<file path="config.mk">
export PLATFORM = sky130hd
export DESIGN_NAME = srl_dual_load
export DESIGN_NICKNAME = d
export VERILOG_FILES = /design/src/rtl/srl_pkg.sv /design/src/rtl/srl_target_sel.sv /design/src/rtl/srl_flag_capture.sv /design/src/rtl/srl_shift_core.sv /design/src/rtl/srl_dual_load.sv
export SDC_FILE = /design/constraint.sdc
export NUM_CORES = 2
export LEC_CHECK = 0
export BUFFER_PORTS_ARGS = -buffer_cell sky130_fd_sc_hd__buf_4
export CORE_ASPECT_RATIO = 0.9
export CORE_UTILIZATION = 60
export DETAILED_ROUTE_END_ITERATION = 7
export HOLD_SLACK_MARGIN = 0.08
export PLACE_DENSITY = 0.94
export SYNTH_ARGS = -nofsm -noshare
export SYNTH_HDL_FRONTEND = slang
export SYNTH_HIERARCHICAL = 1
export SYNTH_SLANG_ARGS = --single-unit
</file>
<file path="constraint.sdc">
create_clock -name clk -period 2.71 [get_ports clk]
set_input_delay 0.1355 -clock clk [delete_from_list [all_inputs] [get_ports clk]]
set_output_delay 0.1355 -clock clk [all_outputs]
set_load 0.01 [all_outputs]
</file>
<file path="src/rtl/srl_pkg.sv">
package srl_pkg;

  typedef enum logic {
    TGT_GRAY = 1'b0,
    TGT_CFG  = 1'b1
  } target_e;

endpackage

</file>
<file path="src/rtl/srl_target_sel.sv">
module srl_target_sel
  import srl_pkg::*;
(
  input  logic    clk,
  input  logic    rst_n,
  input  logic    shift_en,
  input  logic    strobe,
  output logic    xfer_fire,
  output target_e target
);

  logic strobe_q;
  logic pend_q;
  logic strobe_rise;

  assign strobe_rise = strobe & ~strobe_q;
  // A rise seen in a shift cycle waits for the first shift-free cycle
  assign xfer_fire   = (strobe_rise | pend_q) & ~shift_en;

  always_ff @(posedge clk) begin
    if (!rst_n) begin
      strobe_q <= 1'b0;
      pend_q   <= 1'b0;
      target   <= TGT_GRAY;
    end else begin
      strobe_q <= strobe;
      if (shift_en) target <= strobe ? TGT_CFG : TGT_GRAY;
      if (xfer_fire)                  pend_q <= 1'b0;
      else if (strobe_rise && shift_en) pend_q <= 1'b1;
    end
  end

  // selection follows the strobe level at the latest shift edge
  assert_sel_tracks_R4: assert property (@(posedge clk) disable iff (!rst_n)
    shift_en |=> (target == ($past(strobe) ? TGT_CFG : TGT_GRAY)));

  // never transfer in a cycle that shifts
  assert_no_fire_on_shift_R4: assert property (@(posedge clk) disable iff (!rst_n)
    shift_en |-> !xfer_fire);

  // a rise coinciding with a shift is not lost
  assert_deferred_fire_R4: assert property (@(posedge clk) disable iff (!rst_n)
    (strobe_rise && shift_en) |=> (pend_q || xfer_fire));

endmodule

</file>
<file path="src/rtl/srl_flag_capture.sv">
module srl_flag_capture #(
  parameter int NFLAG    = 24,
  parameter int CAP_TICK = 33
) (
  input  logic             clk,
  input  logic             rst_n,
  input  logic             blank,
  input  logic             gs_tick,
  input  logic [NFLAG-1:0] open_in,
  input  logic [NFLAG-1:0] short_in,
  output logic [NFLAG-1:0] open_q,
  output logic [NFLAG-1:0] short_q,
  output logic             capture
);

  localparam int CW = $clog2(CAP_TICK + 1);

  logic          blank_q;
  logic          armed_q;
  logic [CW-1:0] tick_cnt;
  logic          blank_rise;
  logic          last_tick;

  assign blank_rise = blank & ~blank_q;
  assign last_tick  = (tick_cnt == CW'(CAP_TICK - 1));
  assign capture    = armed_q & blank & ~blank_rise & gs_tick & last_tick;

  always_ff @(posedge clk) begin
    if (!rst_n) begin
      blank_q  <= 1'b0;
      armed_q  <= 1'b0;
      tick_cnt <= '0;
      open_q   <= '0;
      short_q  <= '0;
    end else begin
      blank_q <= blank;
      if (blank_rise) begin
        armed_q  <= 1'b1;
        tick_cnt <= '0;
      end else if (!blank) begin
        armed_q  <= 1'b0;
      end else if (armed_q && gs_tick) begin
        if (last_tick) armed_q <= 1'b0;
        else           tick_cnt <= tick_cnt + 1'b1;
      end
      if (capture) begin
        open_q  <= open_in;
        short_q <= short_in;
      end
    end
  end

  // held flags move only on a capture event
  assert_flags_hold_R7: assert property (@(posedge clk) disable iff (!rst_n)
    !capture |=> ($stable(open_q) && $stable(short_q)));

  // capture requires blank to be high and a grayscale tick
  assert_capture_gated_R7: assert property (@(posedge clk) disable iff (!rst_n)
    capture |-> (blank && gs_tick));

  // one capture per window
  assert_single_capture_R7: assert property (@(posedge clk) disable iff (!rst_n)
    capture |=> !capture);

endmodule

</file>
<file path="src/rtl/srl_shift_core.sv">
module srl_shift_core #(
  parameter int W = 288
) (
  input  logic         clk,
  input  logic         rst_n,
  input  logic         shift_en,
  input  logic         ser_in,
  input  logic         load_en,
  input  logic [W-1:0] load_word,
  output logic [W-1:0] sr
);

  always_ff @(posedge clk) begin
    if (!rst_n)        sr <= '0;
    else if (load_en)  sr <= load_word;
    else if (shift_en) sr <= {sr[W-2:0], ser_in};
  end

  // one-position move toward the MSB with the new bit at bit 0
  assert_shift_step_R1: assert property (@(posedge clk) disable iff (!rst_n)
    (shift_en && !load_en) |=> (sr == {$past(sr[W-2:0]), $past(ser_in)}));

  // a load takes the presented word
  assert_load_takes_word_R6: assert property (@(posedge clk) disable iff (!rst_n)
    load_en |=> (sr == $past(load_word)));

endmodule

</file>
<file path="src/rtl/srl_dual_load.sv">
module srl_dual_load
  import srl_pkg::*;
#(
  parameter int GROUPS       = 3,
  parameter int CH_PER_GROUP = 8,
  parameter int GS_BITS      = 12,
  parameter int CFG_LATCH_W  = 199,
  parameter int CFG_W        = 216,
  parameter int CAP_TICK     = 33
) (
  input  logic                                       clk,
  input  logic                                       rst_n,
  input  logic                                       shift_en,
  input  logic                                       ser_in,
  input  logic                                       strobe,
  input  logic                                       blank,
  input  logic                                       gs_tick,
  input  logic [GROUPS*CH_PER_GROUP-1:0]             open_det,
  input  logic [GROUPS*CH_PER_GROUP-1:0]             short_det,
  input  logic                                       thermal_hot,
  output logic                                       ser_out,
  output logic [GROUPS*CH_PER_GROUP*GS_BITS-1:0]     gs_latch,
  output logic [CFG_LATCH_W-1:0]                     cfg_latch,
  output logic [CFG_W-CFG_LATCH_W-1:0]               cfg_user
);

  localparam int NCH       = GROUPS * CH_PER_GROUP;
  localparam int SR_W      = NCH * GS_BITS;
  localparam int USER_W    = CFG_W - CFG_LATCH_W;
  localparam int THERM_BIT = SR_W - 2 * NCH - 1;
  localparam int RSV_W     = THERM_BIT - CFG_W;

  // Status word: {open, short, thermal, reserved zeros, configuration}
  function automatic logic [SR_W-1:0] pack_status(
    input logic [CFG_W-1:0] cfg,
    input logic             hot,
    input logic [NCH-1:0]   shorts,
    input logic [NCH-1:0]   opens
  );
    return {opens, shorts, hot, {RSV_W{1'b0}}, cfg};
  endfunction

  logic             xfer_fire;
  target_e          target;
  logic [SR_W-1:0]  sr;
  logic [NCH-1:0]   open_q;
  logic [NCH-1:0]   short_q;
  logic             flag_capture;
  logic [CFG_W-1:0] cfg_after;
  logic [SR_W-1:0]  status_word;

  srl_target_sel u_sel (
    .clk       (clk),
    .rst_n     (rst_n),
    .shift_en  (shift_en),
    .strobe    (strobe),
    .xfer_fire (xfer_fire),
    .target    (target)
  );

  srl_flag_capture #(
    .NFLAG    (NCH),
    .CAP_TICK (CAP_TICK)
  ) u_flags (
    .clk      (clk),
    .rst_n    (rst_n),
    .blank    (blank),
    .gs_tick  (gs_tick),
    .open_in  (open_det),
    .short_in (short_det),
    .open_q   (open_q),
    .short_q  (short_q),
    .capture  (flag_capture)
  );

  // Configuration contents that are in force once this transfer completes
  assign cfg_after   = (target == TGT_CFG) ? sr[CFG_W-1:0] : {cfg_user, cfg_latch};
  assign status_word = pack_status(cfg_after, thermal_hot, short_q, open_q);

  srl_shift_core #(.W(SR_W)) u_core (
    .clk       (clk),
    .rst_n     (rst_n),
    .shift_en  (shift_en),
    .ser_in    (ser_in),
    .load_en   (xfer_fire),
    .load_word (status_word),
    .sr        (sr)
  );

  assign ser_out = sr[SR_W-1];

  always_ff @(posedge clk) begin
    if (!rst_n) begin
      gs_latch  <= '0;
      cfg_latch <= '0;
      cfg_user  <= '0;
    end else if (xfer_fire) begin
      if (target == TGT_GRAY) begin
        gs_latch <= sr;
      end else begin
        cfg_latch <= sr[CFG_LATCH_W-1:0];
        cfg_user  <= sr[CFG_W-1:CFG_LATCH_W];
      end
    end
  end

  // grayscale transfer copies the full word and leaves configuration alone
  assert_gray_copy_R2: assert property (@(posedge clk) disable iff (!rst_n)
    (xfer_fire && target == TGT_GRAY) |=>
      (gs_latch == $past(sr) && $stable(cfg_latch) && $stable(cfg_user)));

  // configuration transfer splits the low field and leaves grayscale alone
  assert_cfg_copy_R3: assert property (@(posedge clk) disable iff (!rst_n)
    (xfer_fire && target == TGT_CFG) |=>
      (cfg_latch == $past(sr[CFG_LATCH_W-1:0]) &&
       cfg_user  == $past(sr[CFG_W-1:CFG_LATCH_W]) && $stable(gs_latch)));

  // after a transfer the reserved span reads zero and the config field matches the stores
  assert_status_layout_R6: assert property (@(posedge clk) disable iff (!rst_n)
    xfer_fire |=> (sr[THERM_BIT-1:CFG_W] == '0 &&
                   sr[CFG_W-1:0] == {cfg_user, cfg_latch}));

  // flag fields carry the held detector flags
  assert_status_flags_R6: assert property (@(posedge clk) disable iff (!rst_n)
    xfer_fire |=> (sr[SR_W-1:SR_W-NCH] == $past(open_q) &&
                   sr[SR_W-NCH-1:THERM_BIT+1] == $past(short_q) &&
                   sr[THERM_BIT] == $past(thermal_hot)));

  // latches idle unless a transfer fires
  assert_latch_idle_R8: assert property (@(posedge clk) disable iff (!rst_n)
    !xfer_fire |=> ($stable(gs_latch) && $stable(cfg_latch) && $stable(cfg_user)));

endmodule

</file>
== Yosys cells after proc, flatten, opt, wreduce, memory -nomap -nowiden ==
Index checks and enable logic that the tools add are counted.

* Logic and storage cells: 52
* Output and inout port bits: 505
* Input bits: 56
* Flip-flop bits (word level): 851

* Reductions and logical operators: 10
* $add $sub $neg: 1
* Eq/ne operators: 4
* Mux-type cells: 8
* Bitwise logic cells: 15

{| class="wikitable"
|+ Operators with widths
! operator !! number
|-
| 288-bit 2-to-1 mux || 2
|-
| 216-bit 2-to-1 mux || 1
|-
| 2-bit AND reduction || 4
|-
| 1-bit AND || 7
|-
| 1-bit inverter || 7
|-
| 6-bit by 1-bit adder with 6-bit output (second input constant) || 1
|-
| 6-bit equality test (second input constant) || 1
|-
| 3-bit by 1-bit inequality test with 1-bit output (second input constant) || 2
|-
| 1-bit 2-to-1 mux || 5
|-
| 2-bit OR reduction || 2
|-
| 3-bit AND reduction || 1
|-
| 1-bit logical AND || 2
|-
| 2-bit inequality test (second input constant) || 1
|-
| 2-bit nonzero test || 1
|-
| 1-bit bitwise OR || 1
|}

== Longest topological paths before layout ==
* Word-level depth: 6
* Gate-level depth with buffers: 7
* Depth with buffers taken out: 5

== Modules after synthesis ==
Netlist, hierarchy kept.

{| class="wikitable"
|+ Modules (own cells, without submodules)
! module !! cells an instance !! area each (um^2) !! seq. area each (um^2) !! times used
|-
| srl_dual_load || 2187 || 21481.9 || 10089.7 || 1
|-
| srl_shift_core || 1280 || 15008.1 || 5765.5 || 1
|-
| srl_flag_capture || 254 || 2323.5 || 1121.1 || 1
|-
| srl_target_sel || 11 || 106.4 || 60.1 || 1
|}

== Worst setup path after synthesis ==
No wires, ideal clock.

* Path kind: register to register
* Start: reg u_sel.strobe_q
* End: reg u_core.sr[108]
* Stages on the path, launching flop included: 8
* Required time: 2.594 ns
* Slack: 1.055 ns
* Setup time: 0.116 ns
* Arrival: 1.538 ns
* Cells stage by stage: dfxtp_1 > nand2b_1 > a21oi_1 > buf_6 > buf_2 > clkbuf_1 > or2b_1 > o211a_1

* Longest elaborated chain between the ends: 6

{| class="wikitable"
|+ RTL lines
! element !! RTL line !! text
|-
| from (decl) || srl_target_sel.sv:12 || <nowiki>logic strobe_q;</nowiki>
|-
| from (signal assigned) || srl_target_sel.sv:26 || <nowiki>strobe_q <= strobe;</nowiki>
|-
| 1-bit inverter * || srl_target_sel.sv:16 || <nowiki>assign strobe_rise = strobe & ~strobe_q;</nowiki>
|-
| 1-bit AND * || srl_target_sel.sv:16 ||
|-
| 1-bit bitwise OR * || srl_target_sel.sv:18 || <nowiki>assign xfer_fire = (strobe_rise | pend_q) & ~shift_en;</nowiki>
|-
| 1-bit AND * || srl_target_sel.sv:18 ||
|-
| net xfer_fire || srl_dual_load.sv:43 || <nowiki>logic xfer_fire;</nowiki>
|-
| 2-bit inequality test (no source line) / 2-bit nonzero test (equally long branches) || -- ||
|-
| 2-bit AND reduction (no source line) || -- ||
|-
| to (signal assigned) || srl_shift_core.sv:15 || <nowiki>else if (load_en) sr <= load_word;</nowiki>
|-
| to (signal assigned) || srl_shift_core.sv:16 || <nowiki>else if (shift_en) sr <= {sr[W-2:0], ser_in};</nowiki>
|-
| to (decl) || srl_shift_core.sv:10 || <nowiki>output logic [W-1:0] sr</nowiki>
|}

The timed path passes the listed nets; every way through them passes the cells marked *.
A chain may end at the register's enable or synchronous reset.

== Final worst setup path ==
* Start: reg u_sel.strobe_q
* End: reg gs_latch[259]

* Longest elaborated chain between the ends: 5

{| class="wikitable"
|+ RTL lines
! element !! RTL line !! text
|-
| 1-bit inverter || srl_target_sel.sv:16 ||
|-
| 1-bit AND || srl_target_sel.sv:16 ||
|-
| 1-bit bitwise OR || srl_target_sel.sv:18 ||
|-
| 1-bit AND || srl_target_sel.sv:18 ||
|-
| net xfer_fire || srl_dual_load.sv:43 ||
|-
| 2-bit AND reduction (no source line) || -- ||
|-
| to (signal assigned) || srl_dual_load.sv:99 || <nowiki>gs_latch <= sr;</nowiki>
|-
| to (decl) || srl_dual_load.sv:22 || <nowiki>output logic [GROUPS*CH_PER_GROUP*GS_BITS-1:0] gs_latch,</nowiki>
|}

The timed path passes the listed nets, and every way through them passes these cells.

==> reports/metrics.yaml <==
drt:
  dr.first_iter.drc_count: 2590
  wire_per_inst_um: 21.4
  drc: 0
  num_vias: 30500
  routed_wl_um: 110000
  ant_nets: 0
  dr.pass1.iters: 7
  via_per_inst: 5.93
timing:
  min_period_ns: 2.19
  drv_slew: 0
  fin_setup_tns_ns: 0
  worst_slack_ns: 0.521
  period_share_pct: 80.8
  fin_skew_ns: 0.0356
  tightestPinTransition_ns: 0.739
  max_freq_mhz: 457
  rsz0062_at_grt: "false"
  slew_headroom_pct: 50.8
  hold_viol_final: 0
  setup_viol_count_final: 0
global_route:
  grt_max_degree: 125
  grt_pass1_wl_um: 170000
  overflow: 0
  grt.total_usage_pct: 31.8
  grt_pass1_vias: 31000
  grt_antenna_before_repair: 2
cts:
  clk_pin_slew_ns: 0.07
  cts_tree: "yes"
  hold_buffers: 56
  root_buffer: "clkbuf_16"
  postCtsSetupRepairBufs: 0
  cts_resized: 0
  clockBufferDepth: 3
  cts_max_level: 3
  cts_made_buffers: 82
  numClockSinks: 851
  clock_latency_ns: 0.64
yosys:
  ys.warnings.count: 6
  ys_ff_latch: 851
  syn_area_mm2: 0.0389
  synth.area.top_cells: "dfxtp_1 44%, mux2i_1 14%, mux2_2 8.7%, nand2_1 8.6%, o211a_1 7.4%"
  synthArstFlopShare_pct: 0
  synth-edff-count: 0
  syn_area_per_cell_um2: 10.4
  synth_cell_types: 33
  synth_top_cell_by_area: "dfxtp_1"
  synth.most_common_cell: "nand2_1"
  yosysTopAreaCellShare_pct: 43.8
  seq_area_frac_synth_pct: 43.8
  synth_flop_cell: "dfxtp_1"
  syn-instance-count: 3732
  ys_top_cells_by_count: "891 x nand2_1, 851 x dfxtp_1, 556 x mux2i_1"
layout:
  drive_above_1_share_pct: 28.4
  areaGrowthSynthToFinish_pct: 20.8
  nets: 4275
  utilization_pct: 73.3
  final_area_mm2: 0.0470
worst_setup_path:
  cp-startpoint: "u_sel/strobe_q$_SDFF_PN0_"
  slowest_stage: "mux2i_1"
  reg2reg_slack_ns: 0.52
  crit_chain: "nand2b_1, a21oi_4, nor2b_4, buf_12, buf_4, mux2i_1"
  start_kind: "flip-flop"
  max_stage_delay_ns: 0.50
  rr_worst_depth: 6
  cp-end-kind: "flip-flop"
  reg2reg_from: "u_sel/strobe_q$_SDFF_PN0_"
  worst_r2r_endpoint: "gs_latch[259]$_SDFFE_PN0P_"
  criticalPathCategory: "reg2reg"
  cp.arrival_ns: 2.65
  required_ns: 3.17
  crit_fanout: 33
  cp-endpoint: "gs_latch[259]$_SDFFE_PN0P_"
outcome:
  status: "finished, final reports clean"
place:
  dp_slack_ns: 0.703
  dpl_cell_area_mm2: 0.0435
  port_buffers: 560
  place.gp.congestion: 0.860
  dp_hpwl_um: 64800
die:
  fp.dieW_um: 270
  dieHeight_um: 244
  coreArea_mm2: 0.0641
  ioPinCount: 561
  dieArea_mm2: 0.0659
  start_util_pct: 60.7
  rows: 88
job:
  max_cap_viol_count: 0
pwr:
  vdd_drop_max_mv: 0.537
  p_per_area_mw_per_mm2: 613
  leakagePower_nw: 22.0
hold_path:
  min_path_type: "in2reg"
==> power breakdown <==
part	leakage, nW	switching (mW)	total (mW)	internal (mW)
sequential	6.91	0.446	13.4	13.0
clock	1.44	5.25	12.5	7.20
combinational	13.6	1.51	2.96	1.45
==> how the worst min path moves through the flow <==
stage | start | endpoint | slack [ns] | cells after the start
floorplan | gs_tick | u_flags/armed_q$_SDFFE_PN0P_ | 0.24 | 1
global placement | gs_tick | u_flags/armed_q$_SDFFE_PN0P_ | 0.35 | 2
detailed placement | gs_tick | u_flags/armed_q$_SDFFE_PN0P_ | 0.36 | 2
CTS | strobe | u_sel/strobe_q$_SDFF_PN0_ | 0.28 | 3
global route | open_det[1] | u_flags/open_q[1]$_SDFFE_PN0P_ | 0.32 | 4
finish | short_det[20] | u_flags/short_q[20]$_SDFFE_PN0P_ | 0.32 | 4
==> through the flow <==
stage               total power, mW  hold slack (ns)  instances
floorplan                      15.6            0.243       3754
global placement               16.3            0.346       4932
detailed placement             16.4            0.363       4932
CTS                            28.8            0.282       5139
global route                   29.6            0.317       5140
finish                         28.8            0.321       5140
==> cell usage in the layout (no fill, tap or decap), types with 2 or more instances in the layout <==
cell type and n:
nand2_1 891, dfxtp_1 850, buf_4 604, mux2i_1 556
mux2_2 301, o211a_1 288, nand2b_1 228, mux2_4 132
clkbuf_16 84, mux2_1 71, or2b_1 63, dlygate4sd3_1 56
buf_12 30, conb_1 23, clkinv_2 18, clkbuf_8 14
clkbuf_1 11, bufinv_16 11, nand3_1 8, clkinvlp_4 5
inv_1 4, a21oi_1 4, clkinv_16 2, clkinv_4 2
inv_16 2, buf_8 2, nand3b_1 2, o21ai_0 2
and2_1 2, ha_1 2
==> metal layers <==
layer	part of all wire [%]	wire length [um]	vias up	GRT usage [%]
met5	0	0	-	0
met4	5.6	6160	0	18.4
met3	6.4	7020	397	5.62
met2	49	53900	1417	54.3
met1	39	42900	14900	37.5
li1	-	-	13800	-
==> sequential cells by signal, indices dropped and copies added (netlist names) <==
name,count
u_flags/open_q,24
u_sel/strobe_q,1
u_sel/pend_q,1
u_sel/target,1
gs_latch,288
u_flags/short_q,24
u_flags/blank_q,1
cfg_latch,199
u_flags/tick_cnt,6
u_flags/armed_q,1
cfg_user,17
u_core/sr,288
==> kinds of logic (layout without fill, tap and decap cells) <==
family                     after synthesis  after routing  synth area share [%]
AOI/OAI and AO/OA                      298            298                  7.56
and+or+nand+nor                       1203           1203                  13.9
DFF                                    851            851                  43.8
buffers and inverters                  317            847                  4.55
other                                    1             24               0.00964
adders and majority gates                2              2                0.0643
muxes                                 1060           1060                  30.2
==> critical path, delay by kind of cell (launching register included) <==
kind                   cells  cell delay (ns)
AOI/OAI and AO/OA          1             0.22
buffers and inverters      2             0.56
DFF                        1             0.30
muxes                      1             0.50
and+or+nand+nor            2             0.41
==> area by class of cell <==
class,instances,area [um2]
multi-input cells,2586,20200
fillers,3722,17100
flip-flops and latches,851,17000
repair buffers,692,5730
clock buffers,109,2340
well taps,855,1070
clock inverters,42,596
inverters,4,15.0
diodes,1,2.50
(Power assumes the default switching activity.)
